`config.mk`:
```
export PLATFORM = sky130hd
export DESIGN_NAME = flash_bank_sequencer
export DESIGN_NICKNAME = d
export VERILOG_FILES = /design/src/rtl/flash_seq_pkg.sv /design/src/rtl/flash_seq_delay.sv /design/src/rtl/flash_seq_pollcnt.sv /design/src/rtl/flash_bank_sequencer.sv
export SDC_FILE = /design/constraint.sdc
export NUM_CORES = 1
export LEC_CHECK = 0
export BUFFER_PORTS_ARGS = -buffer_cell sky130_fd_sc_hd__buf_2
export CORE_MARGIN = 4
export CORE_UTILIZATION = 35
export CTS_BUF_LIST = sky130_fd_sc_hd__clkbuf_4 sky130_fd_sc_hd__clkbuf_8
export DETAILED_ROUTE_END_ITERATION = 12
export SLEW_MARGIN = 40
export SYNTH_ARGS = -nofsm -noshare
export SYNTH_HDL_FRONTEND = slang
export SYNTH_SLANG_ARGS = --single-unit
```
`constraint.sdc`:
```
create_clock -name clk -period 4.6 [get_ports clk]
set_clock_uncertainty 0.2 [all_clocks]
set_input_delay 0.69 -clock clk [delete_from_list [all_inputs] [get_ports clk]]
set_output_delay 0.69 -clock clk [all_outputs]
set_load 0.01 [all_outputs]
```
`src/rtl/flash_seq_pkg.sv`:
```
package flash_seq_pkg;

  typedef enum logic [3:0] {
    S_IDLE, S_ER_SETUP, S_ER_CONFIRM, S_PG_SETUP, S_PG_WAIT, S_PG_DATA,
    S_ST_CMD, S_ST_READ, S_ST_CHECK, S_CLR, S_RST, S_VF_RUN, S_VF_LAST,
    S_FINISH
  } seq_state_e;

  typedef enum logic [1:0] {
    FK_NONE    = 2'd0,
    FK_STATUS  = 2'd1,
    FK_TIMEOUT = 2'd2,
    FK_VERIFY  = 2'd3
  } fail_kind_e;

  localparam logic [7:0] CMD_ERASE_ARM  = 8'h20;
  localparam logic [7:0] CMD_ERASE_GO   = 8'hD0;
  localparam logic [7:0] CMD_PROG_ARM   = 8'h40;
  localparam logic [7:0] CMD_STATUS     = 8'h70;
  localparam logic [7:0] CMD_CLEAR      = 8'h50;
  localparam logic [7:0] CMD_ARRAY      = 8'hFF;
  localparam logic [7:0] ST_READY_MASK  = 8'h80;
  localparam logic [7:0] ST_FAULT_MASK  = 8'h38;
  localparam logic [7:0] BLANK_BYTE     = 8'hFF;

endpackage

```
`src/rtl/flash_seq_delay.sv`:
```
module flash_seq_delay #(
  parameter int SETUP_WAIT = 50
) (
  input  logic clk,
  input  logic rst,
  input  logic load,
  output logic expired
);
  localparam int CW = (SETUP_WAIT < 2) ? 1 : $clog2(SETUP_WAIT + 1);
  localparam logic [CW-1:0] LOAD_V = CW'(SETUP_WAIT - 1);

  logic [CW-1:0] cnt_q;

  always_ff @(posedge clk) begin
    if (rst)                     cnt_q <= '0;
    else if (load)               cnt_q <= LOAD_V;
    else if (cnt_q != '0)        cnt_q <= cnt_q - 1'b1;
  end

  assign expired = (cnt_q == '0);


  delay_armed_chk: assert property (@(posedge clk) disable iff (rst)
    (load && SETUP_WAIT > 1) |=> !expired);

endmodule

```
`src/rtl/flash_seq_pollcnt.sv`:
```
module flash_seq_pollcnt #(
  parameter int POLL_LIMIT = 1000000
) (
  input  logic clk,
  input  logic rst,
  input  logic clear,
  input  logic bump,
  output logic last
);
  localparam int CW = $clog2(POLL_LIMIT + 1);
  localparam logic [CW-1:0] LAST_V = CW'(POLL_LIMIT - 1);

  logic [CW-1:0] cnt_q;

  always_ff @(posedge clk) begin
    if (rst || clear) cnt_q <= '0;
    else if (bump)    cnt_q <= cnt_q + 1'b1;
  end

  assign last = (cnt_q == LAST_V);


  poll_bound_chk: assert property (@(posedge clk) disable iff (rst)
    cnt_q < CW'(POLL_LIMIT));


  no_bump_at_limit_chk: assert property (@(posedge clk) disable iff (rst)
    (bump && !clear) |-> !last);

endmodule

```
`src/rtl/flash_bank_sequencer.sv`:
```
module flash_bank_sequencer
  import flash_seq_pkg::*;
#(
  parameter int BANK_AW    = 13,
  parameter int BANK_W     = 1,
  parameter int SETUP_WAIT = 50,
  parameter int POLL_LIMIT = 1000000
) (
  input  logic                      clk,
  input  logic                      rst,
  input  logic                      start,
  input  logic [BANK_W-1:0]         bank,
  output logic                      busy,
  output logic                      done,
  output logic                      fail,
  output logic [1:0]                fail_kind,
  output logic                      fail_stage,
  output logic [BANK_AW-1:0]        src_addr,
  input  logic [7:0]                src_data,
  output logic [BANK_W+BANK_AW-1:0] dev_addr,
  output logic [7:0]                dev_wdata,
  input  logic [7:0]                dev_rdata,
  output logic                      dev_we,
  output logic                      dev_re
);
  localparam int DEV_AW = BANK_W + BANK_AW;
  localparam logic [BANK_AW-1:0] LAST_IDX = '1;

  seq_state_e          state_q;
  fail_kind_e          kind_q;
  logic [BANK_W-1:0]   bank_q;
  logic [BANK_AW-1:0]  idx_q;
  logic                pgm_q, vpend_q, stage_q, busy_q, done_q, fail_q;

  logic wait_load, wait_done, poll_clear, poll_bump, poll_last;
  logic st_ready, st_fault, vf_mismatch;
  logic [7:0] vf_expect;
  logic [DEV_AW-1:0] base_addr, byte_addr;

  flash_seq_delay #(.SETUP_WAIT(SETUP_WAIT)) u_delay (
    .clk(clk), .rst(rst), .load(wait_load), .expired(wait_done));

  flash_seq_pollcnt #(.POLL_LIMIT(POLL_LIMIT)) u_poll (
    .clk(clk), .rst(rst), .clear(poll_clear), .bump(poll_bump), .last(poll_last));

  assign base_addr   = {bank_q, {BANK_AW{1'b0}}};
  assign byte_addr   = {bank_q, idx_q};
  assign st_ready    = |(dev_rdata & ST_READY_MASK);
  assign st_fault    = |(dev_rdata & ST_FAULT_MASK);
  assign vf_expect   = pgm_q ? src_data : BLANK_BYTE;
  assign vf_mismatch = (dev_rdata != vf_expect);

  // Bus and helper decode from registered state only.
  always_comb begin
    dev_we     = 1'b0;
    dev_re     = 1'b0;
    dev_addr   = base_addr;
    dev_wdata  = 8'h00;
    wait_load  = 1'b0;
    poll_clear = 1'b0;
    poll_bump  = 1'b0;
    unique case (state_q)
      S_ER_SETUP:   begin dev_we = 1'b1; dev_wdata = CMD_ERASE_ARM; end
      S_ER_CONFIRM: begin dev_we = 1'b1; dev_wdata = CMD_ERASE_GO; poll_clear = 1'b1; end
      S_PG_SETUP:   begin dev_we = 1'b1; dev_addr = byte_addr; dev_wdata = CMD_PROG_ARM;
                          wait_load = 1'b1; end
      S_PG_DATA:    begin dev_we = 1'b1; dev_addr = byte_addr; dev_wdata = src_data;
                          poll_clear = 1'b1; end
      S_ST_CMD:     begin dev_we = 1'b1; dev_wdata = CMD_STATUS; end
      S_ST_READ:    dev_re = 1'b1;
      S_ST_CHECK:   poll_bump = !st_ready && !poll_last;
      S_CLR:        begin dev_we = 1'b1; dev_wdata = CMD_CLEAR; end
      S_RST:        begin dev_we = 1'b1; dev_wdata = CMD_ARRAY; end
      S_VF_RUN:     begin dev_re = 1'b1; dev_addr = byte_addr; end
      default: ;
    endcase
  end

  always_ff @(posedge clk) begin
    if (rst) begin
      state_q <= S_IDLE;
      kind_q  <= FK_NONE;
      bank_q  <= '0;
      idx_q   <= '0;
      pgm_q   <= 1'b0;
      vpend_q <= 1'b0;
      stage_q <= 1'b0;
      busy_q  <= 1'b0;
      done_q  <= 1'b0;
      fail_q  <= 1'b0;
    end else begin
      done_q <= 1'b0;
      unique case (state_q)
        S_IDLE: if (start) begin
          bank_q  <= bank;
          idx_q   <= '0;
          pgm_q   <= 1'b0;
          kind_q  <= FK_NONE;
          stage_q <= 1'b0;
          fail_q  <= 1'b0;
          busy_q  <= 1'b1;
          state_q <= S_ER_SETUP;
        end
        S_ER_SETUP:   state_q <= S_ER_CONFIRM;
        S_ER_CONFIRM: state_q <= S_ST_CMD;
        S_PG_SETUP:   state_q <= S_PG_WAIT;
        S_PG_WAIT:    if (wait_done) state_q <= S_PG_DATA;
        S_PG_DATA:    state_q <= S_ST_CMD;
        S_ST_CMD:     state_q <= S_ST_READ;
        S_ST_READ:    state_q <= S_ST_CHECK;
        S_ST_CHECK: begin
          if (st_ready) begin
            if (st_fault) begin
              kind_q  <= FK_STATUS;
              stage_q <= pgm_q;
              state_q <= S_CLR;
            end else if (pgm_q && idx_q != LAST_IDX) begin
              idx_q   <= idx_q + 1'b1;
              state_q <= S_PG_SETUP;
            end else begin
              state_q <= S_CLR;
            end
          end else if (poll_last) begin
            kind_q  <= FK_TIMEOUT;
            stage_q <= pgm_q;
            state_q <= S_CLR;
          end else begin
            state_q <= S_ST_CMD;
          end
        end
        S_CLR: state_q <= S_RST;
        S_RST: begin
          idx_q   <= '0;
          vpend_q <= 1'b0;
          state_q <= (kind_q != FK_NONE) ? S_FINISH : S_VF_RUN;
        end
        S_VF_RUN: begin
          if (vpend_q && vf_mismatch) begin
            kind_q  <= FK_VERIFY;
            stage_q <= pgm_q;
            state_q <= S_FINISH;
          end else if (idx_q == LAST_IDX) begin
            state_q <= S_VF_LAST;
          end else begin
            idx_q   <= idx_q + 1'b1;
            vpend_q <= 1'b1;
          end
        end
        S_VF_LAST: begin
          if (vf_mismatch) begin
            kind_q  <= FK_VERIFY;
            stage_q <= pgm_q;
            state_q <= S_FINISH;
          end else if (!pgm_q) begin
            pgm_q   <= 1'b1;
            idx_q   <= '0;
            state_q <= S_PG_SETUP;
          end else begin
            state_q <= S_FINISH;
          end
        end
        S_FINISH: begin
          done_q  <= 1'b1;
          fail_q  <= (kind_q != FK_NONE);
          busy_q  <= 1'b0;
          state_q <= S_IDLE;
        end
        default: state_q <= S_IDLE;
      endcase
    end
  end

  assign busy       = busy_q;
  assign done       = done_q;
  assign fail       = fail_q;
  assign fail_kind  = kind_q;
  assign fail_stage = stage_q;
  assign src_addr   = idx_q;


  bus_excl_chk: assert property (@(posedge clk) disable iff (rst)
    !(dev_we && dev_re));


  done_pulse_chk: assert property (@(posedge clk) disable iff (rst)
    done |=> !done);


  fail_kind_chk: assert property (@(posedge clk) disable iff (rst)
    (done && !fail) |-> (fail_kind == 2'd0));


  start_ignored_chk: assert property (@(posedge clk) disable iff (rst)
    (busy && start) |=> $stable(bank_q));


  setup_gap_chk: assert property (@(posedge clk) disable iff (rst)
    (state_q == S_PG_DATA) |-> ($past(state_q) == S_PG_WAIT));

endmodule

```
==> results.yml, run 1 <==
route:
  routed_wl_um: 8850
  drc: 0
  drt-vias-per-instance: 5.67
  vias: 3238
  drt_iter0_drc: 216
  antenna_left: 0
  firstDrtPassIters: 4
  wl_per_cell_um: 15.5
final_layout:
  final_core_util_pct: 41.2
  n_antenna_cell: 0
  drive_gt1_share_pct: 18.1
  area_growth_pct: 13.7
  final_cell_mix: "buf_2 (62), dfxtp_1 (52), nor2_1 (42), nand2_1 (41), a21oi_1 (27)"
  finalNetCount: 485
  mostFrequentLayoutCell: "buf_2"
floorplanning:
  start_util_pct: 36.3
  die_x_um: 103
  core_sq_um: 8760
  row_count: 34
  fp.dieH_um: 103
  fp.dieArea_sq_um: 10700
  io-pin-count: 63
status:
  outcome: "completed"
power_and_ir_drop:
  p_leak_nw: 1.45
  peakVddDrop_uv: 153
  power_density_nw_per_um2: 322
synthesis:
  synth_top_family_by_area: "simple AND/OR/NAND/NOR gates"
  synthArstFlopShare_pct: 0
  syn_inst: 416
  syn_avg_cell_area_sq_um: 7.64
  synth-seq-cells: 52
  synth_compound_area_share_pct: 21.0
  synth_area_sq_um: 3180
  synthMuxAreaShare_pct: 1.26
  synth_nets: 439
  synth_flop_cell: "dfxtp_1"
  synth_top_area_cell: "dfxtp_1"
  synthAdderAreaFrac_pct: 1.18
  synth-simple-area-share_pct: 33.2
  netlist.area_leader.share_pct: 32.8
  synth_edf_count: 0
  yosysWarnings: 0
  synth-xor-area-share_pct: 5.24
  netlist-cell-type-count: 63
  synth_seq_area_share_pct: 32.8
  synth.area.top_cells: "dfxtp_1 (33%), nor2_1 (5.0%), nand2_1 (4.8%)"
cts:
  cts_setup_buffers: 0
  clk_latency_ns: 0.32
  root_buffer: "clkbuf_8"
  htreeDepth: 2
  cts_tree: "built"
  path_clk_slew_ns: 0.11
  clock_path_buffers: 2
  holdBufCountCts: 0
  clock-sinks: 52
  cts_made_buffers: 5
  cts_resized: 0
setup_path:
  end_kind: "flip-flop"
  slowest_stage: "dfxtp_1"
  required_ns: 4.61
  worstReg2RegStart: "state_q[3]"
  reg2reg_slack_ns: 1.47
  slowest_delay_ns: 0.66
  cp-start-kind: "flip-flop"
  r2r.worst_path.cells: 7
  cp_max_fo: 17
  crit_type: "flip-flop to flip-flop"
  r2r-end: "src_addr[8]"
  critPathBufInv: 0
  cp_top_family: "simple AND/OR/NAND/NOR gates"
  worstPathArrival_ns: 3.14
  path_cells: "nor2b_1 -> nand2_1 -> a21boi_0 -> a311o_1 -> nor2_2 -> o21ai_0 -> a32o_1"
hold_path:
  hold_start: "busy"
  holdPathEnd: "busy"
  whs_path_depth: 2
  hold_class: "flip-flop to flip-flop"
global_routing:
  grt_first_pass_wirelength_um: 14100
  grt_max_degree: 30
  grt_overflow: 0
  track_usage_pct: 16.3
  grt_pass1_vias: 2959
  antenna_found_initial: 0
timing:
  rsz0062_at_grt: "no"
  whs_ns: 0.255
  fmax_mhz: 319
  setup_viol: 0
  finalCritPeriodShare_pct: 68.1
  setup_ws_ns: 1.47
  worst_pin_slew_ns: 0.814
  finalSetupTns_ns: 0
  slew_headroom_pct: 45.7
  finalMaxSlewViolations: 0
  hold_viol_final: 0
  fin_crit_ns: 3.13
placed_design:
  dp_hpwl_um: 6420
  io_buffers: 62
  place.gp.congestion: 0.943
  dpl_worst_slack_ns: 1.54
flow_run:
  cap_violations: 0
-- logic make-up (layout without fill, tap and decap cells) --
| family | Yosys count | in the layout |
|---|---|---|
| fa+ha+maj | 3 | 3 |
| flops | 52 | 52 |
| compound gates | 103 | 103 |
| mux | 4 | 4 |
| simple gates | 199 | 199 |
| xor+xnor | 19 | 19 |
| buf+inv | 36 | 83 |
-- worst max path at each step --
stage / start / endpoint / slack [ns] / depth (start not counted)
CTS: state_q[2] / dev_addr[11] / 1.48 / 4
finish: state_q[3] / src_addr[8] / 1.47 / 7
global placement: dev_rdata[7] / src_addr[5] / 1.58 / 8
global route: state_q[3] / src_addr[10] / 1.25 / 7
floorplan: dev_rdata[7] / src_addr[10] / 1.86 / 9
detailed placement: dev_rdata[7] / src_addr[8] / 1.54 / 8
-- tightest hold or removal path, cell delays in order, from the launching register on --
cell,delay [ns]
dfxtp_1,0.33
inv_1,0.05
a21oi_1,0.05
-- layout make-up --
cell class / count / area (sq um)
clock buffers: 5 / 68.8
clock inverters: 3 / 27.5
fillers: 959 / 5150
inverters: 11 / 41.3
multi-input cells: 328 / 1970
flip-flops and latches: 52 / 1040
well taps: 108 / 135
repair buffers: 64 / 325
-- registers in the layout, summed over array words and instances (netlist names), 2 cells and up --
| register | count |
|---|---|
| u_poll.cnt_q | 20 |
| src_addr | 13 |
| state_q | 4 |
| fail_kind | 2 |
| u_delay.cnt_q | 6 |
-- per-stage QoR --
| stage | std cells | cell area (sq um) | power (mW) |
|---|---|---|---|
| finish | 571 | 3610 | 1.16 |
| global route | 571 | 3610 | 1.24 |
| detailed placement | 563 | 3510 | 0.883 |
| floorplan | 416 | 3180 | 0.800 |
| CTS | 571 | 3600 | 1.17 |
| global placement | 563 | 3510 | 0.878 |
-- synthesized netlist by cell type (2+ instances only) --
cell / number
a32o_1: 9
and3_1: 23
o21ai_1: 4
and2_1: 4
inv_1: 11
buf_2: 7
a31oi_1: 5
or3_1: 6
nor2_1: 42
mux2i_1: 4
ha_1: 3
nand2b_1: 6
nand3b_1: 3
a221oi_1: 2
xnor2_1: 9
nand4_1: 7
nand2_1: 41
nor3_1: 16
dfxtp_1: 52
nand3_1: 12
nor4_1: 8
nor3b_1: 6
o21ai_0: 26
a311oi_1: 2
buf_6: 3
nor2_2: 2
o22ai_1: 2
buf_1: 2
o211ai_1: 4
xor2_1: 10
or4_1: 3
nor2b_1: 4
a21o_1: 7
a2111oi_0: 2
a21oi_1: 27
or3b_2: 2
clkbuf_1: 11
or2_1: 2
nor4bb_1: 3
-- report_power, final --
group          switching (mW)  internal (mW)  leakage (nW)  total (mW)
registers              0.0560          0.485         0.421       0.541
logic                   0.208          0.132         0.982       0.340
clock network           0.168          0.112        0.0463       0.281
total                   0.433          0.729          1.45        1.16
-- metal layers --
layer | GRT usage, % | routed length [um]
met1 | 21.7 | 4110
met2 | 27.4 | 4050
met3 | 2.35 | 545
met4 | 4.78 | 138
met5 | 0 | 0
Note: power is estimated with default switching activity, not from simulation.
==> run 2: changes to the inputs <==
==> constraint.sdc (replaced) <==
create_clock -name clk -period 2.9 [get_ports clk]
set_clock_uncertainty 0.2 [all_clocks]
set_input_delay 0.435 -clock clk [delete_from_list [all_inputs] [get_ports clk]]
set_output_delay 0.435 -clock clk [all_outputs]
set_load 0.01 [all_outputs]
==> results.yml, run 2 (same netlist as run 1, synthesis figures left out) <==
floorplanning:
  start_util_pct: 36.3
  core_sq_um: 8760
  fp.dieH_um: 103
  fp.dieArea_sq_um: 10700
  die_x_um: 103
  io-pin-count: 63
  row_count: 34
flow_run:
  cap_violations: 0
cts:
  clock-sinks: 52
  cts_setup_buffers: 0
  holdBufCountCts: 0
  clock_path_buffers: 2
  path_clk_slew_ns: 0.11
  htreeDepth: 2
  cts_made_buffers: 5
  clk_latency_ns: 0.32
  cts_tree: "built"
  root_buffer: "clkbuf_8"
  cts_resized: 0
timing:
  finalMaxSlewViolations: 0
  finalSetupTns_ns: 0
  fmax_mhz: 363
  hold_viol_final: 0
  setup_viol: 0
  worst_pin_slew_ns: 0.771
  setup_ws_ns: 0.144
  slew_headroom_pct: 48.3
  finalCritPeriodShare_pct: 95.0
  fin_crit_ns: 2.76
route:
  drc: 0
  vias: 3430
  antenna_left: 0
  drt_iter0_drc: 197
  drt-vias-per-instance: 5.71
  wl_per_cell_um: 15.7
  firstDrtPassIters: 4
  routed_wl_um: 9410
final_layout:
  final_core_util_pct: 43.7
  largest_register_ffs: 20
  fillers: 884
  final_cell_area_sq_um: 3830
  final_cell_mix: "buf_2 (62), dfxtp_1 (52), nor2_1 (42), nand2_1 (41), buf_4 (32)"
  drive_gt1_share_pct: 23.1
  finalNetCount: 515
  area_growth_pct: 20.6
  top_register: "u_poll.cnt_q"
  n_antenna_cell: 0
  mostFrequentLayoutCell: "buf_2"
power_and_ir_drop:
  finalPower_mw: 1.92
  peakVddDrop_uv: 224
  power_density_nw_per_um2: 501
  p_leak_nw: 1.59
setup_path:
  crit_type: "flip-flop to flip-flop"
  worstPathArrival_ns: 2.72
  r2r.worst_path.cells: 10
  reg2reg_slack_ns: 0.14
  cp-start-kind: "flip-flop"
  required_ns: 2.87
  cp_max_fo: 14
  end_kind: "flip-flop"
placed_design:
  dp_hpwl_um: 6950
  dpl_worst_slack_ns: 0.155
  io_buffers: 62
  place_area_sq_um: 3740
  place.gp.congestion: 0.866
hold_path:
  whs_path_depth: 3
  hold_class: "input port to flip-flop"
global_routing:
  track_usage_pct: 17.3
  antenna_found_initial: 0
  grt_overflow: 0
  grt_first_pass_wirelength_um: 15100
  grt_pass1_vias: 3143
  grt_max_degree: 30
status:
  outcome: "completed"
run 2: cell type report:
cell class	count	area, sq um	share of cell area (%)
tap	108	135	3.53
clock inverter	3	21.3	0.555
timing repair buffer	94	551	14.4
inverter	11	41.3	1.08
clock buffer	5	68.8	1.80
multi-input combinational	328	1970	51.5
sequential	52	1040	27.2
run 2: through the flow:
step | hold WS (ns) | std cells
6_report | 0.139 | 601
2_1_floorplan | 0.254 | 416
5_1_grt | 0.191 | 601
4_1_cts | 0.136 | 601
3_3_place_gp | 0.232 | 593
3_5_place_dp | 0.234 | 593
run 2: final timing paths:
check	start	to
setup / recovery	src_addr[1]	src_addr[12]
hold / removal	bank	bank_q
setup reg to reg	src_addr[1]	src_addr[12]
hold reg to reg	busy	busy
run 2: where the power goes:
group	internal (mW)	switching, mW	total [mW]
combinational	0.270	0.381	0.651
sequential	0.770	0.0642	0.834
clock	0.172	0.262	0.434
run 2: critical path: stages (launching register included):
cell	delay, ns
dfxtp_1	0.41
ha_1	0.26
nand3_2	0.14
or4_1	0.56
o21ai_1	0.18
a311o_1	0.23
buf_4	0.13
nor2_2	0.03
buf_4	0.17
a41oi_1	0.23
a211oi_1	0.07
run 2: per-layer routing:
metal / share of wire (%) / up-vias / GRT usage, %
met4: 0.87 / 0 / 4.88
met5: 0 / - / 0
met1: 46 / 1616 / 23.4
met3: 6.2 / 10 / 2.48
met2: 47 / 131 / 28.9
li1: - / 1673 / -
